==> src/rtl/ltree_pkg.sv <==
package ltree_pkg;
  typedef enum logic [1:0] {
    FN_AND   = 2'b00,
    FN_OR    = 2'b01,
    FN_LEFT  = 2'b10,
    FN_RIGHT = 2'b11
  } node_fn_e;

  function automatic logic node_op(input logic [1:0] code, input logic lhs, input logic rhs);
    case (node_fn_e'(code))
      FN_AND:   node_op = lhs & rhs;
      FN_OR:    node_op = lhs | rhs;
      FN_LEFT:  node_op = lhs;
      default:  node_op = rhs;
    endcase
  endfunction
endpackage

==> src/rtl/ltree_cfg_store.sv <==
module ltree_cfg_store #(
  parameter int N_INPUTS = 8,
  parameter int DEPTH    = 3,
  localparam int LEAVES  = 1 << DEPTH,
  localparam int NODES   = LEAVES - 1,
  localparam int IDX_W   = $clog2(N_INPUTS),
  localparam int LEAF_W  = IDX_W + 1
) (
  input  logic                           clk,
  input  logic                           rst,
  input  logic                           cfg_we,
  input  logic                           cfg_is_node,
  input  logic [DEPTH-1:0]               cfg_addr,
  input  logic [LEAF_W-1:0]              cfg_data,
  input  logic                           in_valid,
  output logic [LEAVES-1:0][LEAF_W-1:0]  leaf_cfg,
  output logic [NODES-1:0][1:0]          node_cfg
);
  localparam logic [DEPTH-1:0] LAST_NODE = DEPTH'(NODES - 1);

  logic wr_ok;
  assign wr_ok = cfg_we && !in_valid;

  always_ff @(posedge clk) begin
    if (rst) begin
      leaf_cfg <= '0;
      node_cfg <= '0;
    end else if (wr_ok) begin
      if (cfg_is_node) begin
        if (cfg_addr <= LAST_NODE) node_cfg[cfg_addr] <= cfg_data[1:0];
      end else begin
        leaf_cfg[cfg_addr] <= cfg_data;
      end
    end
  end

  assert_reset_default_R1: assert property (@(posedge clk) disable iff (rst)
    $past(rst) |-> (leaf_cfg == '0 && node_cfg == '0));

  assert_no_write_during_eval_R7: assert property (@(posedge clk) disable iff (rst)
    in_valid |=> ($stable(leaf_cfg) && $stable(node_cfg)));

  assert_node_range_R9: assert property (@(posedge clk) disable iff (rst)
    (cfg_we && cfg_is_node && cfg_addr > LAST_NODE) |=> ($stable(node_cfg) && $stable(leaf_cfg)));
endmodule

==> src/rtl/ltree_leaf_mux.sv <==
module ltree_leaf_mux #(
  parameter int N_INPUTS = 8,
  parameter int DEPTH    = 3,
  localparam int LEAVES  = 1 << DEPTH,
  localparam int IDX_W   = $clog2(N_INPUTS),
  localparam int LEAF_W  = IDX_W + 1
) (
  input  logic [N_INPUTS-1:0]            in_bits,
  input  logic [LEAVES-1:0][LEAF_W-1:0]  leaf_cfg,
  output logic [LEAVES-1:0]              leaf_bits
);
  for (genvar i = 0; i < LEAVES; i++) begin : g_leaf
    assign leaf_bits[i] = in_bits[leaf_cfg[i][IDX_W-1:0]] ^ leaf_cfg[i][IDX_W];
  end
endmodule

==> src/rtl/ltree_node_net.sv <==
module ltree_node_net #(
  parameter int DEPTH   = 3,
  localparam int LEAVES = 1 << DEPTH,
  localparam int NODES  = LEAVES - 1,
  localparam int TOTAL  = NODES + LEAVES
) (
  input  logic [LEAVES-1:0]     leaf_bits,
  input  logic [NODES-1:0][1:0] node_cfg,
  output logic                  root_bit
);
  import ltree_pkg::*;

  logic [TOTAL-1:0] heap;

  assign heap[TOTAL-1:NODES] = leaf_bits;

  for (genvar k = 0; k < NODES; k++) begin : g_node
    assign heap[k] = node_op(node_cfg[k], heap[2*k+1], heap[2*k+2]);
  end

  assign root_bit = heap[0];
endmodule

==> src/rtl/logic_tree_eval.sv <==
module logic_tree_eval #(
  parameter int N_INPUTS = 8,
  parameter int DEPTH    = 3,
  localparam int LEAVES  = 1 << DEPTH,
  localparam int NODES   = LEAVES - 1,
  localparam int IDX_W   = $clog2(N_INPUTS),
  localparam int LEAF_W  = IDX_W + 1
) (
  input  logic                clk,
  input  logic                rst,
  input  logic                cfg_we,
  input  logic                cfg_is_node,
  input  logic [DEPTH-1:0]    cfg_addr,
  input  logic [LEAF_W-1:0]   cfg_data,
  input  logic                in_valid,
  input  logic [N_INPUTS-1:0] in_bits,
  output logic                out_valid,
  output logic                out_bit
);
  logic [LEAVES-1:0][LEAF_W-1:0] leaf_cfg;
  logic [NODES-1:0][1:0]         node_cfg;
  logic [LEAVES-1:0]             leaf_bits;
  logic                          root_bit;

  ltree_cfg_store #(.N_INPUTS(N_INPUTS), .DEPTH(DEPTH)) u_cfg (
    .clk(clk), .rst(rst), .cfg_we(cfg_we), .cfg_is_node(cfg_is_node),
    .cfg_addr(cfg_addr), .cfg_data(cfg_data), .in_valid(in_valid),
    .leaf_cfg(leaf_cfg), .node_cfg(node_cfg)
  );

  ltree_leaf_mux #(.N_INPUTS(N_INPUTS), .DEPTH(DEPTH)) u_leaf (
    .in_bits(in_bits), .leaf_cfg(leaf_cfg), .leaf_bits(leaf_bits)
  );

  ltree_node_net #(.DEPTH(DEPTH)) u_net (
    .leaf_bits(leaf_bits), .node_cfg(node_cfg), .root_bit(root_bit)
  );

  always_ff @(posedge clk) begin
    if (rst) begin
      out_valid <= 1'b0;
      out_bit   <= 1'b0;
    end else begin
      out_valid <= in_valid;
      if (in_valid) out_bit <= root_bit;
    end
  end

  assert_result_follows_R8: assert property (@(posedge clk) disable iff (rst)
    in_valid |=> out_valid);

  assert_idle_holds_R8: assert property (@(posedge clk) disable iff (rst)
    !in_valid |=> (!out_valid && $stable(out_bit)));
endmodule

==> config.mk <==
export PLATFORM = sky130hd
export DESIGN_NAME = logic_tree_eval
export DESIGN_NICKNAME = d
export VERILOG_FILES = /design/src/rtl/ltree_pkg.sv /design/src/rtl/ltree_cfg_store.sv /design/src/rtl/ltree_leaf_mux.sv /design/src/rtl/ltree_node_net.sv /design/src/rtl/logic_tree_eval.sv
export SDC_FILE = /design/constraint.sdc
export NUM_CORES = 1
export LEC_CHECK = 0
export BUFFER_PORTS_ARGS = -buffer_cell sky130_fd_sc_hd__buf_2
export CORE_MARGIN = 4
export CORE_UTILIZATION = 55
export CTS_BUF_LIST = sky130_fd_sc_hd__clkbuf_4
export CTS_CLUSTER_DIAMETER = 100
export DETAILED_ROUTE_END_ITERATION = 12
export PLACE_DENSITY = 0.72
export SLEW_MARGIN = 20
export SYNTH_ARGS = -nofsm -noshare
export SYNTH_HDL_FRONTEND = slang
export SYNTH_SLANG_ARGS = --single-unit
==> constraint.sdc <==
create_clock -name clk -period 3 [get_ports clk]
set_input_delay 0.15 -clock clk [delete_from_list [all_inputs] [get_ports clk]]
set_output_delay 0.15 -clock clk [all_outputs]
set_load 0.01 [all_outputs]
==> metrics.yaml, run 1 <==
sequential_cell_fraction_of_total_power_pct: 55.1
synth-async-reset-ratio_pct: 0
finalWorstPathRequiredPeriod_ns: 2.51
p_total_mw: 1.17
setup_violations: 0
num_vias: 2128
worstSetupEndpointType: "flip-flop"
synth_enable_flop_cells: 0
critPathMaxFanout: 3
post_cts_hold_buffer_count: 0
yosys_most_used_dff: "sky130_fd_sc_hd__dfxtp_1"
grt_first_pass_wirelength_um: 10000
detail_route.iter0.violations: 123
cts_made_buffers: 5
detailedRoute.firstPassIterationCount: 4
effective_utilization_at_floorplan_pct: 57.8
final_cell_mix: "48 x sky130_fd_sc_hd__dfxtp_1, 47 x sky130_fd_sc_hd__nand2_1, 36 x sky130_fd_sc_hd__a21oi_1, 31 x sky130_fd_sc_hd__nand3_1, 24 x sky130_fd_sc_hd__mux2i_1"
hold_class: "in2reg"
slew-limit-headroom_pct: 40.4
place_congestion: 0.779
postCtsSetupRepairBufs: 0
timing_hold_violations_final: 0
timing.hold.worst_endpoint: "out_valid"
grt_setup_unrepaired: "no"
maxCapViolCount: 0
viasPerCell: 6.08
dieHeight_um: 76.1
critPathRequiredTime_ns: 3.27
regToRegSetupSlack_ns: 0.49
place_inst: 342
core.rowCount: 24
number_of_non_filler_instances_in_the_completed_layout: 350
clkSlewWorstSetupHoldPaths_ns: 0.14
synth_warnings: 0
power.internal_mw: 0.879
hold_start: "in_valid"
detail_route.drc_violations: 0
critPathArrivalTime_ns: 2.78
place.port_buffers: 21
ratio_of_cells_with_drive_above_1_in_the_final_layout_pct: 15.1
worst_hold_slack_ns: 0.0558
first_global_vias: 2039
setup_total_negative_slack_ns: 0
grt_util_all_layers_pct: 21.0
ant_nets: 0
antenna_violations_before_repair: 0
root_buffer_master: "sky130_fd_sc_hd__clkbuf_4"
share_clk_of_total_power_pct: 33.4
routed_wire_length_per_instance_um: 16.9
synth_sequential_area_ratio_pct: 37.6
power_switching_mw: 0.296
final_max_slew_viol_count: 0
tritoncts_num_sinks: 48
p_leak_nw: 0.908
final.period_utilization_pct: 83.6
r2r_cells: 9
layout_commonest_cell: "sky130_fd_sc_hd__dfxtp_1"
timing.critical_path.from_type: "flip-flop"
syn-instance-count: 281
tightestPinTransition_ns: 0.895
final.setup.worst_slack_ns: 0.491
combPwrFrac_pct: 11.5
design.die.area_um2: 5800
post_cts.resized_instances: 0
floorplan.core_area_um2: 4410
worstHoldPathCells: 3
num_antenna_cells: 0
syn_avg_cell_area_um2: 9.08
ioPinCount: 22
largest_net_degree_at_the_start_of_global_routing: 49
power.density_cell_area_nw_per_um2: 422
detailedPlace.worstSlack_ns: 0.494
die_w_um: 76.1
post-dp-hpwl_um: 3950
tritoncts: "built"
clockBufferDepth: 2
timing.rr.end: "out_bit"
switching_share_pct: 25.2
clock_insertion_delay_worst_skew_ns: 0.36
final_design_area_no_fill_um2: 2780
syn_nets: 301
ir_drop_mv: 0.318
clock.fmax_ghz: 0.399
status: "finished, final reports clean"
nNetsFinal: 317
rr_startpoint: "u_cfg.leaf_cfg[29]"
area_growth_synth_to_finish_pct: 8.97
total_congestion_overflow: 0
synth_cell_types: 24
post-route-util_pct: 63.0
setup.worst_path.class: "reg2reg"
level_count_of_the_clock_h_tree: 2
place_area_um2: 2700
routed_wl_um: 5920
clock-skew-final_ns: 0.0117
netlist_area_um2: 2550
ys_ff_latch: 48
per-layer routing:
metal | wire length (um) | up-vias | GRT usage [%]
li1 | - | 1043 | -
met1 | 2700 | 998 | 29.6
met2 | 2710 | 78 | 31.9
met3 | 398 | 9 | 4.49
met4 | 109 | 0 | 6.99
met5 | 0 | - | 0
cells by family (layout without fill, tap and decap cells):
family	after synthesis	in the layout	synth area share (%)
multiplexers	40	40	25.4
XOR/XNOR	8	8	2.75
AND/OR/NAND/NOR	116	116	20.8
buffers and inverters	22	39	3.24
flip-flops	48	48	37.6
AO/OA/AOI/OAI	47	47	10.1
worst max-delay path by stage:
| stage | start | to | slack [ns] | cells after the start |
|---|---|---|---|---|
| 4_1_cts | u_cfg.leaf_cfg[29] | out_bit | 0.47 | 9 |
| 2_1_floorplan | u_cfg.leaf_cfg[9] | out_bit | 0.77 | 9 |
| 5_1_grt | u_cfg.leaf_cfg[0] | out_bit | 0.26 | 9 |
| 6_report | u_cfg.leaf_cfg[29] | out_bit | 0.49 | 9 |
| 3_5_place_dp | u_cfg.leaf_cfg[29] | out_bit | 0.49 | 9 |
| 3_3_place_gp | u_cfg.leaf_cfg[20] | out_bit | 0.58 | 9 |
cells in the mapped netlist (2+ instances only):
cell | count | area share (%)
sky130_fd_sc_hd__dfxtp_1 | 48 | 38
sky130_fd_sc_hd__nand2_1 | 47 | 6.9
sky130_fd_sc_hd__a21oi_1 | 36 | 7.1
sky130_fd_sc_hd__nand3_1 | 31 | 6.1
sky130_fd_sc_hd__mux2i_1 | 24 | 9.4
sky130_fd_sc_hd__nor2_1 | 23 | 3.4
sky130_fd_sc_hd__clkbuf_1 | 16 | 2.4
sky130_fd_sc_hd__mux4_1 | 13 | 13
sky130_fd_sc_hd__xnor2_1 | 8 | 2.7
sky130_fd_sc_hd__inv_1 | 5 | 0.74
sky130_fd_sc_hd__nor2b_1 | 4 | 0.98
sky130_fd_sc_hd__nor3_2 | 4 | 1.6
sky130_fd_sc_hd__o21ai_1 | 4 | 0.78
sky130_fd_sc_hd__and3_1 | 3 | 0.74
sky130_fd_sc_hd__mux4_2 | 3 | 2.6
sky130_fd_sc_hd__a21oi_2 | 2 | 0.69
sky130_fd_sc_hd__nor3b_1 | 2 | 0.59
sky130_fd_sc_hd__o22ai_1 | 2 | 0.49
power groups by stage:
stage | Clock (mW) | Combinational, mW | Sequential, mW
floorplan | 0 | 0.0832 | 0.661
global placement | 0 | 0.132 | 0.661
detailed placement | 0 | 0.134 | 0.661
CTS | 0.400 | 0.134 | 0.647
global route | 0.433 | 0.147 | 0.649
finish | 0.393 | 0.135 | 0.647
state kept, by name, summed over array words and instances, names as in the netlist:
signal	count
out_bit	1
u_cfg.leaf_cfg	32
out_valid	1
u_cfg.node_cfg	14
final cells by class:
class / instances / area (um2)
sequential: 48 / 961
inverter: 5 / 18.8
fill: 375 / 1630
clock inverter: 2 / 35.0
multi-input combinational: 211 / 1510
clock buffer: 6 / 45.0
timing repair buffer: 26 / 143
tap: 52 / 65.1
worst max-delay path: stages (launching register included):
cell	delay (ns)
sky130_fd_sc_hd__dfxtp_1	0.39
sky130_fd_sc_hd__mux4_1	0.55
sky130_fd_sc_hd__mux2i_1	0.21
sky130_fd_sc_hd__xnor2_1	0.20
sky130_fd_sc_hd__o21ai_1	0.11
sky130_fd_sc_hd__a21oi_2	0.20
sky130_fd_sc_hd__nor2_1	0.08
sky130_fd_sc_hd__nor3_2	0.22
sky130_fd_sc_hd__o21ai_0	0.13
sky130_fd_sc_hd__a2111oi_2	0.32
No activity file was read; power rests on OpenSTA's default activity.
==> inputs of run 2 (changes only) <==
Settings changed: ABC_AREA set to 1, PLACE_DENSITY 0.72 to 0.75.
Clock period 3 ns to 2.2 ns, I/O delays scaled along.
==> run 2 against run 1 <==
  * Global-route usage rose by 2.9 points
  * Sequential power is 38% higher
  * Die area grew 10%
  * Sequential share of layout area fell by 3.1 points
  * Worst setup slack worse by 0.11 ns
  * Largest power group unchanged
==> metrics.yaml, run 2 <==
worst_path_cell_chain: "nand2_1, o211ai_1, nand3_1, nand2_1, nand2_1, nand2_1, nand2_1, nand2_1, nand3_1, nand2_1, nand2_1, nor2_1, nand2_1, nand3_2, a21oi_2"  # was mux4_1, mux2i_1, xnor2_1, o21ai_1, a21oi_2, nor2_1, nor3_2, o21ai_0, a2111oi_2
syn_nets: 472  # was 301
synth_cell_types: 19  # was 24
grt_first_pass_wirelength_um: 12000  # was 10000 um
cts_made_buffers: 5  # unchanged
synth_top_area_share_pct: 33.8  # was 37.6%
muxShareOfSynthArea_pct: 0  # was 25.4%
tightestPinTransition_ns: 0.924  # was 0.895 ns
worstHoldPathCells: 3  # unchanged
finalWorstPathRequiredPeriod_ns: 1.82  # was 2.51 ns
dieHeight_um: 79.9  # was 76.1 um
timing.critical_path.from_type: "flip-flop"  # unchanged
worst_hold_slack_ns: 0.119  # was 0.0558 ns
ys_ff_latch: 48  # unchanged
combPwrFrac_pct: 14.7  # was 11.5%
die_w_um: 79.9  # was 76.1 um
setup_total_negative_slack_ns: 0  # unchanged
detail_route.drc_violations: 0  # unchanged
num_antenna_cells: 0  # unchanged
compound_cell_area_share_of_the_yosys_netlist_pct: 13.1  # was 10.1%
detail_route.iter0.violations: 187  # was 123
timing_hold_violations_final: 0  # unchanged
slew-limit-headroom_pct: 38.4  # was 40.4%
effective_utilization_at_floorplan_pct: 58.3  # was 57.8%
num_vias: 2804  # was 2128
place_congestion: 0.850  # was 0.779
ys_top_cells_by_count: "116 x sky130_fd_sc_hd__nand2_1, 68 x sky130_fd_sc_hd__inv_1, 64 x sky130_fd_sc_hd__nor2_1, 61 x sky130_fd_sc_hd__nand3_1, 48 x sky130_fd_sc_hd__dfxtp_1"  # was 48 x sky130_fd_sc_hd__dfxtp_1, 47 x sky130_fd_sc_hd__nand2_1, 36 x sky130_fd_sc_hd__a21oi_1, 31 x sky130_fd_sc_hd__nand3_1, 24 x sky130_fd_sc_hd__mux2i_1
hold_start: "cfg_data[2]"  # was in_valid
synth-async-reset-ratio_pct: 0  # unchanged
netlist_area_um2: 2850  # was 2550 um2
viasPerCell: 5.19  # was 6.08
regMostFlops: "u_cfg.leaf_cfg"  # unchanged
routed_wire_length_per_instance_um: 13.2  # was 16.9 um
switching_share_pct: 29.3  # was 25.2%
r2r_cells: 15  # was 9
p_leak_nw: 1.27  # was 0.908 nW
top_cells_by_area_in_the_synthesized_netlist: "sky130_fd_sc_hd__dfxtp_1 34%, sky130_fd_sc_hd__nand2_1 15%, sky130_fd_sc_hd__a211oi_1 12%"  # was sky130_fd_sc_hd__dfxtp_1 38%, sky130_fd_sc_hd__mux4_1 13%, sky130_fd_sc_hd__mux2i_1 9.4%
core.rowCount: 25  # was 24
post-route-util_pct: 62.6  # was 63.0%
slowest_delay_ns: 0.48  # was 0.55 ns
clock-skew-final_ns: 0.0161  # was 0.0117 ns
power.density_cell_area_nw_per_um2: 505  # was 422 nW/um2
area_growth_synth_to_finish_pct: 7.25  # was 8.97%
ir_drop_mv: 0.273  # was 0.318 mV
synth_warnings: 0  # unchanged
largest_register_ff_count: 32  # unchanged
clkSlewWorstSetupHoldPaths_ns: 0.15  # was 0.14 ns
fillers: 482  # was 375
routed_wl_um: 7120  # was 5920 um
startpoint: "u_cfg.leaf_cfg[28]"  # was u_cfg.leaf_cfg[29]
syn_avg_cell_area_um2: 6.30  # was 9.08 um2
first_global_vias: 2655  # was 2039
worst_path_most_repeated_cell: "sky130_fd_sc_hd__nand2_1"
largest_net_degree_at_the_start_of_global_routing: 49  # unchanged
postCtsSetupRepairBufs: 0  # unchanged
synth_simple_gate_area_share_pct: 41.1  # was 20.8%
nNetsFinal: 492  # was 317
share_clk_of_total_power_pct: 27.6  # was 33.4%
critPathArrivalTime_ns: 2.06  # was 2.78 ns
regArea_um2: 961  # unchanged
final_max_slew_viol_count: 0  # unchanged
setup_violations: 0  # unchanged
synthAdderAreaFrac_pct: 0  # unchanged
post_cts.resized_instances: 0  # unchanged
yosys.area_share.xor_xnor_pct: 0  # was 2.75%
timing.rr.end: "out_bit"  # unchanged
maxCapViolCount: 0  # unchanged
rr_startpoint: "u_cfg.leaf_cfg[28]"  # was u_cfg.leaf_cfg[29]
detailedRoute.firstPassIterationCount: 5  # was 4
cp_slowest_cell: "sky130_fd_sc_hd__dfxtp_1"  # was sky130_fd_sc_hd__mux4_1
final.period_utilization_pct: 82.6  # was 83.6%
sequential_cell_fraction_of_total_power_pct: 57.7  # was 55.1%
largest_family_of_logic_cells_by_synthesized_area: "simple AND/OR/NAND/NOR gates"  # was multiplexers
final_cell_mix: "116 x sky130_fd_sc_hd__nand2_1, 68 x sky130_fd_sc_hd__inv_1, 64 x sky130_fd_sc_hd__nor2_1, 61 x sky130_fd_sc_hd__nand3_1, 48 x sky130_fd_sc_hd__dfxtp_1"  # was 48 x sky130_fd_sc_hd__dfxtp_1, 47 x sky130_fd_sc_hd__nand2_1, 36 x sky130_fd_sc_hd__a21oi_1, 31 x sky130_fd_sc_hd__nand3_1, 24 x sky130_fd_sc_hd__mux2i_1
setup.worst_path.class: "reg2reg"  # unchanged
floorplan.core_area_um2: 4880  # was 4410 um2
timing.hold.worst_endpoint: "u_cfg.leaf_cfg[2]"  # was out_valid
level_count_of_the_clock_h_tree: 2  # unchanged
critPathMaxFanout: 7  # was 3
antenna_violations_before_repair: 0  # unchanged
reg.largest.list: "u_cfg.leaf_cfg (32), u_cfg.node_cfg (14)"  # unchanged
root_buffer_master: "sky130_fd_sc_hd__clkbuf_4"  # unchanged
syn-instance-count: 452  # was 281
ioPinCount: 22  # unchanged
synth_sequential_area_ratio_pct: 33.8  # was 37.6%
critPathRequiredTime_ns: 2.45  # was 3.27 ns
grt_setup_unrepaired: "no"  # unchanged
tritoncts_num_sinks: 48  # unchanged
worstSetupEndpointType: "flip-flop"  # unchanged
grt_util_all_layers_pct: 23.9  # was 21.0%
yosys.cell_count.top_type: "sky130_fd_sc_hd__nand2_1"  # was sky130_fd_sc_hd__dfxtp_1
ant_nets: 0  # unchanged
place.port_buffers: 21  # unchanged
yosys_most_used_dff: "sky130_fd_sc_hd__dfxtp_1"  # unchanged
status: "finished, final reports clean"  # unchanged
tritoncts: "built"  # unchanged
ratio_of_cells_with_drive_above_1_in_the_final_layout_pct: 11.4  # was 15.1%
hold_class: "in2reg"  # unchanged
clock_insertion_delay_worst_skew_ns: 0.37  # was 0.36 ns
multiInputGateArea_um2: 1540  # was 1510 um2
total_congestion_overflow: 0  # unchanged
power.internal_mw: 1.09  # was 0.879 mW
design.die.area_um2: 6390  # was 5800 um2
layout_commonest_cell: "sky130_fd_sc_hd__nand2_1"  # was sky130_fd_sc_hd__dfxtp_1
post-dp-hpwl_um: 5020  # was 3950 um
power_switching_mw: 0.452  # was 0.296 mW
clockBufferDepth: 2  # unchanged
regToRegSetupSlack_ns: 0.38  # was 0.49 ns
clock.fmax_ghz: 0.550  # was 0.399 GHz
synth_enable_flop_cells: 0  # unchanged
synth.largest_area_cell: "sky130_fd_sc_hd__dfxtp_1"  # unchanged
-- run 2: kinds of logic after synthesis --
kind of cell | after synthesis
buffers and inverters | 88
AOI/OAI and AO/OA | 50
DFF | 48
and+or+nand+nor | 266
-- run 2: worst max-delay path by stage --
stage | to | cells past startpoint
detailed placement | out_bit | 15
global placement | out_bit | 17
finish | out_bit | 15
global route | out_bit | 17
floorplan | out_bit | 16
CTS | out_bit | 17
-- run 2: worst max-delay path: cells and delay by family (launching register included) --
| kind | cells | cell delay, ns |
|---|---|---|
| AND/OR/NAND/NOR | 13 | 1.09 |
| flip-flops | 1 | 0.48 |
| AO/OA/AOI/OAI | 2 | 0.14 |
-- run 2: metal layers --
layer,track usage (%),part of all wire (%)
met1,30.5,45
met2,38.7,46
met3,4.85,6.3
met4,10.5,2.7
met5,0,0
-- run 2: what timing repair did --
action	4_1_cts	5_1_grt
endpoints found under the hold margin	1	0
endpoints found under the setup margin	0	0
hold buffers	1	0
-- run 2: cell type report --
| cell class | count | share of cell area, % |
|---|---|---|
| Clock buffer | 6 | 1.48 |
| Clock inverter | 2 | 0.369 |
| Inverter | 79 | 9.71 |
| Multi-Input combinational cell | 316 | 50.5 |
| Sequential cell | 48 | 31.5 |
| Tap cell | 67 | 2.75 |
| Timing Repair Buffer | 22 | 3.77 |
-- run 2: power by group through the flow --
stage | sequential, mW | combinational [mW] | clock [mW]
finish | 0.890 | 0.227 | 0.425
global route | 0.892 | 0.255 | 0.466
CTS | 0.890 | 0.224 | 0.435
detailed placement | 0.909 | 0.222 | 0
global placement | 0.908 | 0.218 | 0
floorplan | 0.907 | 0.155 | 0
-- run 2: metrics by stage --
| stage | std cells | worst slack [ns] | total power, mW | instance area (um2) |
|---|---|---|---|---|
| 6_report | 540 | 0.383 | 1.54 | 3050 |
| 5_1_grt | 540 | 0.161 | 1.61 | 3050 |
| 4_1_cts | 540 | 0.397 | 1.55 | 3050 |
| 3_5_place_dp | 531 | 0.428 | 1.13 | 2990 |
| 3_3_place_gp | 531 | 0.460 | 1.13 | 2990 |
| 2_1_floorplan | 452 | 0.660 | 1.06 | 2850 |
